File: config.mk
export PLATFORM = sky130hd
export DESIGN_NAME = uart_irq_collector
export DESIGN_NICKNAME = d
export VERILOG_FILES = /design/src/rtl/uirq_pkg.sv /design/src/rtl/uirq_channel.sv /design/src/rtl/uirq_wake.sv /design/src/rtl/uirq_regmux.sv /design/src/rtl/uart_irq_collector.sv
export SDC_FILE = /design/constraint.sdc
export NUM_CORES = 1
export LEC_CHECK = 0
export BUFFER_PORTS_ARGS = -buffer_cell sky130_fd_sc_hd__buf_4
export CORE_MARGIN = 10
export CORE_UTILIZATION = 37
export CTS_CLUSTER_DIAMETER = 100
export DETAILED_ROUTE_END_ITERATION = 8
export GPL_ROUTABILITY_DRIVEN = 0
export MAX_ROUTING_LAYER = met4
export PLACE_DENSITY = 0.74
export SETUP_SLACK_MARGIN = 0.4
export SYNTH_ARGS = -nofsm -noshare
export SYNTH_HDL_FRONTEND = slang
export SYNTH_SLANG_ARGS = --single-unit
File: constraint.sdc
create_clock -name clk -period 1 [get_ports clk]
set_input_delay 0.1 -clock clk [delete_from_list [all_inputs] [get_ports clk]]
set_output_delay 0.1 -clock clk [all_outputs]
set_load 0.05 [all_outputs]
File: src/rtl/uirq_pkg.sv
// Package: shared sizing for the UART interrupt collector.
// Assumes a byte-wide host bus and 3-bit cause codes.
package uirq_pkg;
    localparam int unsigned BYTE_W   = 8;
    localparam int unsigned CAUSE_W  = 3;
    localparam logic [CAUSE_W-1:0] NO_CAUSE = '0;
endpackage

File: src/rtl/uirq_channel.sv
// uirq_channel: latches one channel's enabled request and cause code.
// Assumes: request is level or pulse; any status-read strobe clears the
// latch unless an enabled request is present in the same cycle.
module uirq_channel
    import uirq_pkg::*;
(
    input  logic               clk,
    input  logic               rst_n,
    input  logic               req,
    input  logic               en,
    input  logic [CAUSE_W-1:0] code_in,
    input  logic               isr_rd,
    input  logic               lsr_rd,
    input  logic               msr_rd,
    output logic               pend,
    output logic [CAUSE_W-1:0] code_q
);
    logic take;
    logic drop;

    assign take = req & en;
    assign drop = isr_rd | lsr_rd | msr_rd;

    // Latch request and cause; new request wins over a clearing read.
    always_ff @(posedge clk) begin
        if (!rst_n) begin
            pend   <= 1'b0;
            code_q <= NO_CAUSE;
        end else if (take) begin
            pend   <= 1'b1;
            code_q <= code_in;
        end else if (drop) begin
            pend   <= 1'b0;
            code_q <= NO_CAUSE;
        end
    end


    disabled_no_set_chk: assert property (@(posedge clk) disable iff (!rst_n)
        (!en && !pend) |=> !pend);

    request_wins_chk: assert property (@(posedge clk) disable iff (!rst_n)
        (req && en && drop) |=> pend);

    read_clears_chk: assert property (@(posedge clk) disable iff (!rst_n)
        (drop && !(req && en)) |=> (!pend && code_q == NO_CAUSE));

    code_capture_chk: assert property (@(posedge clk) disable iff (!rst_n)
        (req && en) |=> (code_q == $past(code_in)));
endmodule

File: src/rtl/uirq_wake.sv
// uirq_wake: wake-up interrupt flag.
// Assumes: wake_event is a pulse; the all-asleep condition is taken from
// the cycle before the event; cleared by a host read of the summary register.
module uirq_wake #(
    parameter int unsigned NUM_CH = 4
) (
    input  logic              clk,
    input  logic              rst_n,
    input  logic [NUM_CH-1:0] ch_sleep,
    input  logic              wake_event,
    input  logic              wake_mask,
    input  logic              summary_rd,
    output logic              wake_pend
);
    logic all_asleep_q;
    logic arm;

    assign arm = wake_event & all_asleep_q & ~wake_mask;

    // Remember whether every channel was asleep last cycle.
    always_ff @(posedge clk) begin
        if (!rst_n) all_asleep_q <= 1'b0;
        else        all_asleep_q <= &ch_sleep;
    end

    // Hold the wake flag until the summary register is read.
    always_ff @(posedge clk) begin
        if (!rst_n)          wake_pend <= 1'b0;
        else if (arm)        wake_pend <= 1'b1;
        else if (summary_rd) wake_pend <= 1'b0;
    end


    wake_needs_sleep_chk: assert property (@(posedge clk) disable iff (!rst_n)
        (!all_asleep_q && !wake_pend) |=> !wake_pend);

    wake_masked_chk: assert property (@(posedge clk) disable iff (!rst_n)
        (wake_mask && !wake_pend) |=> !wake_pend);

    wake_read_clear_chk: assert property (@(posedge clk) disable iff (!rst_n)
        (summary_rd && !wake_event) |=> !wake_pend);
endmodule

File: src/rtl/uirq_regmux.sv
// uirq_regmux: forms the summary and packed cause-code bytes and selects
// one by address. Assumes NUM_CH*CAUSE_W fits in NUM_SRC_REGS bytes.
module uirq_regmux
    import uirq_pkg::*;
#(
    parameter int unsigned NUM_CH       = 4,
    parameter int unsigned NUM_SRC_REGS = 3,
    parameter int unsigned ADDR_W       = 2
) (
    input  logic                      clk,
    input  logic                      rst_n,
    input  logic [NUM_CH-1:0]         pend,
    input  logic [NUM_CH*CAUSE_W-1:0] codes,
    input  logic [ADDR_W-1:0]         addr,
    output logic [BYTE_W-1:0]         rdata
);
    localparam int unsigned SRC_BITS = NUM_SRC_REGS * BYTE_W;

    logic [SRC_BITS-1:0] src_pad;

    assign src_pad = SRC_BITS'(codes);

    // Select the addressed global register; unused addresses read 0.
    always_comb begin
        rdata = '0;
        if (addr == '0) begin
            rdata = BYTE_W'(pend);
        end else begin
            for (int i = 0; i < NUM_SRC_REGS; i++) begin
                if (int'(addr) == i + 1) rdata = src_pad[i*BYTE_W +: BYTE_W];
            end
        end
    end


    summary_reserved_chk: assert property (@(posedge clk) disable iff (!rst_n)
        (addr == '0) |-> (rdata[BYTE_W-1:NUM_CH] == '0));

    fit_chk: assert property (@(posedge clk) disable iff (!rst_n)
        (NUM_CH * CAUSE_W <= SRC_BITS) || (addr == '0));
endmodule

File: src/rtl/uart_irq_collector.sv
// uart_irq_collector: top of the four-channel UART interrupt collector.
// Assumes: strobes are one cycle wide and synchronous to clk; reg_rd
// qualifies reg_addr for the wake clear only.
module uart_irq_collector
    import uirq_pkg::*;
#(
    parameter int unsigned NUM_CH       = 4,
    parameter int unsigned NUM_SRC_REGS = 3,
    parameter int unsigned ADDR_W       = 2
) (
    input  logic                      clk,
    input  logic                      rst_n,
    input  logic [NUM_CH-1:0]         ch_req,
    input  logic [NUM_CH-1:0]         ch_en,
    input  logic [NUM_CH*CAUSE_W-1:0] ch_code,
    input  logic [NUM_CH-1:0]         ch_isr_rd,
    input  logic [NUM_CH-1:0]         ch_lsr_rd,
    input  logic [NUM_CH-1:0]         ch_msr_rd,
    input  logic [NUM_CH-1:0]         ch_sleep,
    input  logic                      wake_event,
    input  logic                      wake_mask,
    input  logic                      reg_rd,
    input  logic [ADDR_W-1:0]         reg_addr,
    output logic [BYTE_W-1:0]         reg_rdata,
    output logic                      irq_out
);
    logic [NUM_CH-1:0]         pend;
    logic [NUM_CH*CAUSE_W-1:0] codes;
    logic                      wake_pend;
    logic                      summary_rd;

    assign summary_rd = reg_rd & (reg_addr == '0);

    // One latch per channel.
    for (genvar n = 0; n < NUM_CH; n++) begin : g_ch
        uirq_channel u_ch (
            .clk     (clk),
            .rst_n   (rst_n),
            .req     (ch_req[n]),
            .en      (ch_en[n]),
            .code_in (ch_code[n*CAUSE_W +: CAUSE_W]),
            .isr_rd  (ch_isr_rd[n]),
            .lsr_rd  (ch_lsr_rd[n]),
            .msr_rd  (ch_msr_rd[n]),
            .pend    (pend[n]),
            .code_q  (codes[n*CAUSE_W +: CAUSE_W])
        );
    end

    uirq_wake #(.NUM_CH(NUM_CH)) u_wake (
        .clk        (clk),
        .rst_n      (rst_n),
        .ch_sleep   (ch_sleep),
        .wake_event (wake_event),
        .wake_mask  (wake_mask),
        .summary_rd (summary_rd),
        .wake_pend  (wake_pend)
    );

    uirq_regmux #(
        .NUM_CH       (NUM_CH),
        .NUM_SRC_REGS (NUM_SRC_REGS),
        .ADDR_W       (ADDR_W)
    ) u_mux (
        .clk   (clk),
        .rst_n (rst_n),
        .pend  (pend),
        .codes (codes),
        .addr  (reg_addr),
        .rdata (reg_rdata)
    );

    // Register the combined interrupt one clock behind the pending state.
    always_ff @(posedge clk) begin
        if (!rst_n) irq_out <= 1'b0;
        else        irq_out <= (|pend) | wake_pend;
    end


    irq_follows_chk: assert property (@(posedge clk) disable iff (!rst_n)
        (|pend) |=> irq_out);

    irq_quiet_chk: assert property (@(posedge clk) disable iff (!rst_n)
        (!(|pend) && !wake_pend) |=> !irq_out);

    host_read_keeps_chk: assert property (@(posedge clk) disable iff (!rst_n)
        (reg_rd && !(|(ch_isr_rd | ch_lsr_rd | ch_msr_rd))) |=> ((pend & $past(pend)) == $past(pend)));
endmodule

Word level (Yosys, flattened, before mapping):

Index checks and enable logic that the tools add are counted.

* bits in read-only memories: 0
* memories kept: 0
* memory bits (writable): 0
* bits in latches: 0
* register bits after elaboration: 19
* output and inout bits: 9
* logic and storage cells: 61
* input port bits: 43

* reduce and logical (&&, ||, !) cells: 8
* $mul: 0
* equal/unequal tests: 3
* multiplexer cells: 22
* shift-type cells: 0
* add/sub/neg operators: 0
* magnitude comparators: 0
* bitwise logic cells: 17
* div/mod/pow operators: 0

Operators with widths (number)
* 8-bit two-way mux: 4
* 3-bit two-way mux: 8
* 1-bit two-way mux: 10
* 2-bit nonzero test: 5
* 1-bit bitwise OR: 9
* 1-bit bitwise AND: 7
* 2-bit equality test (second input constant): 2
* 4-bit AND reduction: 1
* 4-bit OR reduction: 1
* 2-bit by 1-bit equality test with 1-bit output (second input constant): 1
* 2-bit logical NOT: 1
* 1-bit inverter: 1

Depth between registers and ports, before layout:

* word-level depth: 5
* gate-level depth with buffers: 3

By module:

Synthesis repeated with hierarchy kept, for this count alone.

* cell total of the unflattened synthesis: 71
* area, all modules: 847.1 um^2

By module, submodules not included
* uirq_channel: cells an instance 11, area an instance 152.6 um^2, times used 4, sequential area each 80.1 um^2
* uirq_regmux: cells an instance 15, area an instance 121.4 um^2, times used 1, sequential area each 0.0 um^2
* uirq_wake: cells an instance 8, area an instance 72.6 um^2, times used 1, sequential area each 40.0 um^2
* uart_irq_collector: cells an instance 4, area an instance 42.5 um^2, times used 1, sequential area each 20.0 um^2

Worst setup path after synthesis:

OpenSTA, ideal clock, no wires.

* kind: flip-flop to output port
* from: reg g_ch[2].u_ch.pend
* to: out reg_rdata[2]
* stages on the path, launching flop included: 3
* data required time: 0.900 ns
* arrival time: 1.165 ns
* setup slack: -0.265 ns
* buffers on the path: 0
* path through: dfxtp_1 mux2i_1 o2bb2ai_1

* longest elaborated chain between the ends: 1

Ends and longest elaborated chain
* start, declared: line uirq_channel.sv:15 `output logic pend,`
* start signal, assigned: line uirq_channel.sv:27 `pend <= 1'b0;`
* start signal, assigned: line uirq_channel.sv:30 `pend <= 1'b1;`
* start signal, assigned: line uirq_channel.sv:33 `pend <= 1'b0;`
* 8-bit two-way mux: line uirq_regmux.sv:26 `if (addr == '0) begin`
* end, declared: line uart_irq_collector.sv:24 `output logic [BYTE_W-1:0] reg_rdata,`

Every way passes these cells.

Worst setup path in the final report:

* from: reg g_ch[3].u_ch.pend
* to: out reg_rdata[3]

* longest elaborated chain between the ends: 1

Ends and longest elaborated chain (line)
* start, declared: uirq_channel.sv:15
* start signal, assigned: uirq_channel.sv:27
* start signal, assigned: uirq_channel.sv:30
* start signal, assigned: uirq_channel.sv:33
* 8-bit two-way mux: uirq_regmux.sv:26

Every way passes these cells.

==> metrics.txt <==
antenna violations before repair 0; Synth async-reset ratio 0%; Avg Inst Size Synth 11.5 um2; final period demand of the worst path between 1 and 1.5 ns; HPWL reported at the end of detailed placement about 2100 um; overall power consumption 0.00159 W; number of core rows 17; gr usage total 12.3%; critical path data required time 0.90 ns; setup repair after global routing missed its margin yes; growth of design area from synthesis to finish 94.1%; share of final-layout standard cells stronger than drive strength 1 between 70 and 80%; number of global-route vias before repair between 900 and 1,000; number of cells produced by synthesis 72; count of buffers inserted at the top-level ports 51; most common flop cell mapped by yosys sky130_fd_sc_hd__dfxtp_1; post-layout instance area around 1600 um2; average wire per standard cell 15.9 um; type of the most critical hold path input pin to flop; slew at the pin closest to its max-slew limit 0.304 ns; diode count 0; Die ar. 4530 um2; placed inst area 1400 um2; biggest area consumer among synthesized cells sky130_fd_sc_hd__dfxtp_1; Max Slew Vio Count 0; number of violations of the max-capacitance limit 0; DR iter-0 viols 28; total power density per cell area slightly below 1000 nW/um2; first-pass iteration count of the detailed router 4; TritonCTS clock tree yes; wire length of the first global-routing pass 4200 um; horizontal die dimension 67.3 um; netlist area before placement 827 um2; number of endpoints failing setup at the final stage 9; Post-Route Setup TNS -0.910 ns; status complete, but fails checks; number of synthesized flops with an enable pin 0; starting density of the core 38.1%; Fin. Hold Viols 0; leading post-synthesis cells by cell area sky130_fd_sc_hd__dfxtp_1 (46%), sky130_fd_sc_hd__a32o_1 (15%), sky130_fd_sc_hd__nor4b_4 (5.7%); most instantiated cells after synthesis sky130_fd_sc_hd__dfxtp_1 (19), sky130_fd_sc_hd__a32o_1 (12), sky130_fd_sc_hd__nand2_1 (6); achievable frequency 809 MHz; number of nets in the synthesized netlist 115; violations in the final reports negative setup slack; share of the synthesized area in the top cell type around 46%; VDD IR max between 0.7 and 0.8 mV; H-tree lvl count 1; Critical Path AT 1.14 ns; kind of critical path flop to output port; pin count of the biggest net entering global routing 13; critical path peak fanout 2; kind of start point of the critical path flop; clock transition at the registers of the reported paths 0.11 ns; sequential area share after synthesis 46.0%; TritonCTS Buffers 3; CTS max path bufs 2; minimum setup slack in the final design -0.236 ns; number of DRC violations after detailed routing 0; tightest slew margin relative to the limit 79.6%; clock root cell sky130_fd_sc_hd__clkbuf_4; clock latency on the worst-skew pair 0.29 ns; most numerous cell in the Yosys netlist sky130_fd_sc_hd__dfxtp_1; Lkg Pwr 0.702 nW; Placement Setup Slack -0.105 ns; ANT nets after route 0; vias post-DR 842; boundary pin count 52; mean number of vias per cell 5.17; die height just under 70 um; CP endpoint kind output port; Core Footprint 2170 um2; Ys Warns 0; distinct cell type count after synthesis 21; final worst hold slack 0.00437 ns; Clock Skews between 0.005 and 0.006 ns; final-stage net count 179; Final period util 124%; GR Overflow Total 0; number of register bits inferred by synthesis 19; Final Routed Wirelength 2600 um; CTS sink count 19
-- final timing paths --
check,start,to,slack (ns),depth (start not counted)
setup / recovery,g_ch[3].u_ch.pend$_SDFFE_PN0P_,reg_rdata[3],-0.24,4
hold / removal,ch_code[10],g_ch[3].u_ch.code_q[1]$_SDFFE_PN0P_,0.004,2
setup reg to reg,g_ch[1].u_ch.pend$_SDFFE_PN0P_,irq_out$_SDFF_PN0_,-0.12,2
hold reg to reg,u_wake.wake_pend$_SDFFE_PN0P_,u_wake.wake_pend$_SDFFE_PN0P_,0.47,2
-- worst max-delay path: stages, from the launching register on --
cell	delay, ns
sky130_fd_sc_hd__dfxtp_2	0.34
sky130_fd_sc_hd__buf_6	0.11
sky130_fd_sc_hd__mux2i_4	0.17
sky130_fd_sc_hd__o2bb2ai_4	0.08
sky130_fd_sc_hd__buf_8	0.15
-- final cells by class --
cell class	instances	area [um2]
Fill cell	143	564
Timing Repair Buffer	61	541
Tap cell	28	35.0
Clock buffer	4	26.3
Sequential cell	19	403
Multi-Input combinational cell	51	601
-- sequential cells by signal, indices dropped and copies added (netlist names) --
register             cells
u_wake.all_asleep_q      1
g_ch.u_ch.pend           4
irq_out                  1
u_wake.wake_pend         1
g_ch.u_ch.code_q        12
-- through the flow --
step	util (%)	cells
floorplan	-	72
CTS	72.0	160
global route	74.0	163
global placement	64.5	154
finish	74.0	163
detailed placement	64.5	154
-- cells by family after synthesis --
| kind of cell | Yosys count | share of synthesized area [%] |
|---|---|---|
| compound gates | 22 | 24.1 |
| buf+inv | 2 | 1.51 |
| flops | 19 | 46.0 |
| mux | 4 | 4.84 |
| simple gates | 25 | 23.6 |
-- layer usage --
layer  track usage [%]  share of wire [%]  vias to the layer above
met5                 -                  0                        -
met1              13.1                 38                      406
met3              4.30                5.0                        2
met2              20.3                 56                       20
li1                  -                  -                      414
met4              5.64               0.73                        0
-- cells in the final DEF, fill, tap and decap left out --
cell,n
sky130_fd_sc_hd__buf_8,6
sky130_fd_sc_hd__buf_4,45
sky130_fd_sc_hd__nand4b_1,1
sky130_fd_sc_hd__o21ai_1,1
sky130_fd_sc_hd__a21o_1,3
sky130_fd_sc_hd__o2bb2ai_2,1
sky130_fd_sc_hd__o21a_1,1
sky130_fd_sc_hd__nand2_1,6
sky130_fd_sc_hd__a32o_1,12
sky130_fd_sc_hd__clkbuf_4,3
sky130_fd_sc_hd__buf_6,10
sky130_fd_sc_hd__or4_1,1
sky130_fd_sc_hd__a21o_2,1
sky130_fd_sc_hd__dfxtp_1,1
sky130_fd_sc_hd__mux2i_2,1
sky130_fd_sc_hd__nor2b_4,2
sky130_fd_sc_hd__nor3b_1,1
sky130_fd_sc_hd__nor2_1,1
sky130_fd_sc_hd__o2bb2ai_4,3
sky130_fd_sc_hd__mux2i_4,3
sky130_fd_sc_hd__clkbuf_1,1
sky130_fd_sc_hd__nand3_1,1
sky130_fd_sc_hd__and2_4,4
sky130_fd_sc_hd__and3_4,4
sky130_fd_sc_hd__dfxtp_2,18
sky130_fd_sc_hd__nor4b_4,4
-- timing repair --
item / CTS / global route
gates resized for setup: 41 / 6
hold endpoints to repair: 3 / 9
setup endpoints to repair: 26 / 27
pin swaps: 3 / 2
buffers inserted: 2 / 3
-- report_power, final --
group          internal, W  switching (W)
sequential        0.000787      0.0000198
combinational     0.000233       0.000164
clock             0.000155       0.000233
total              0.00118       0.000416
No activity file was read; power rests on OpenSTA's default activity.
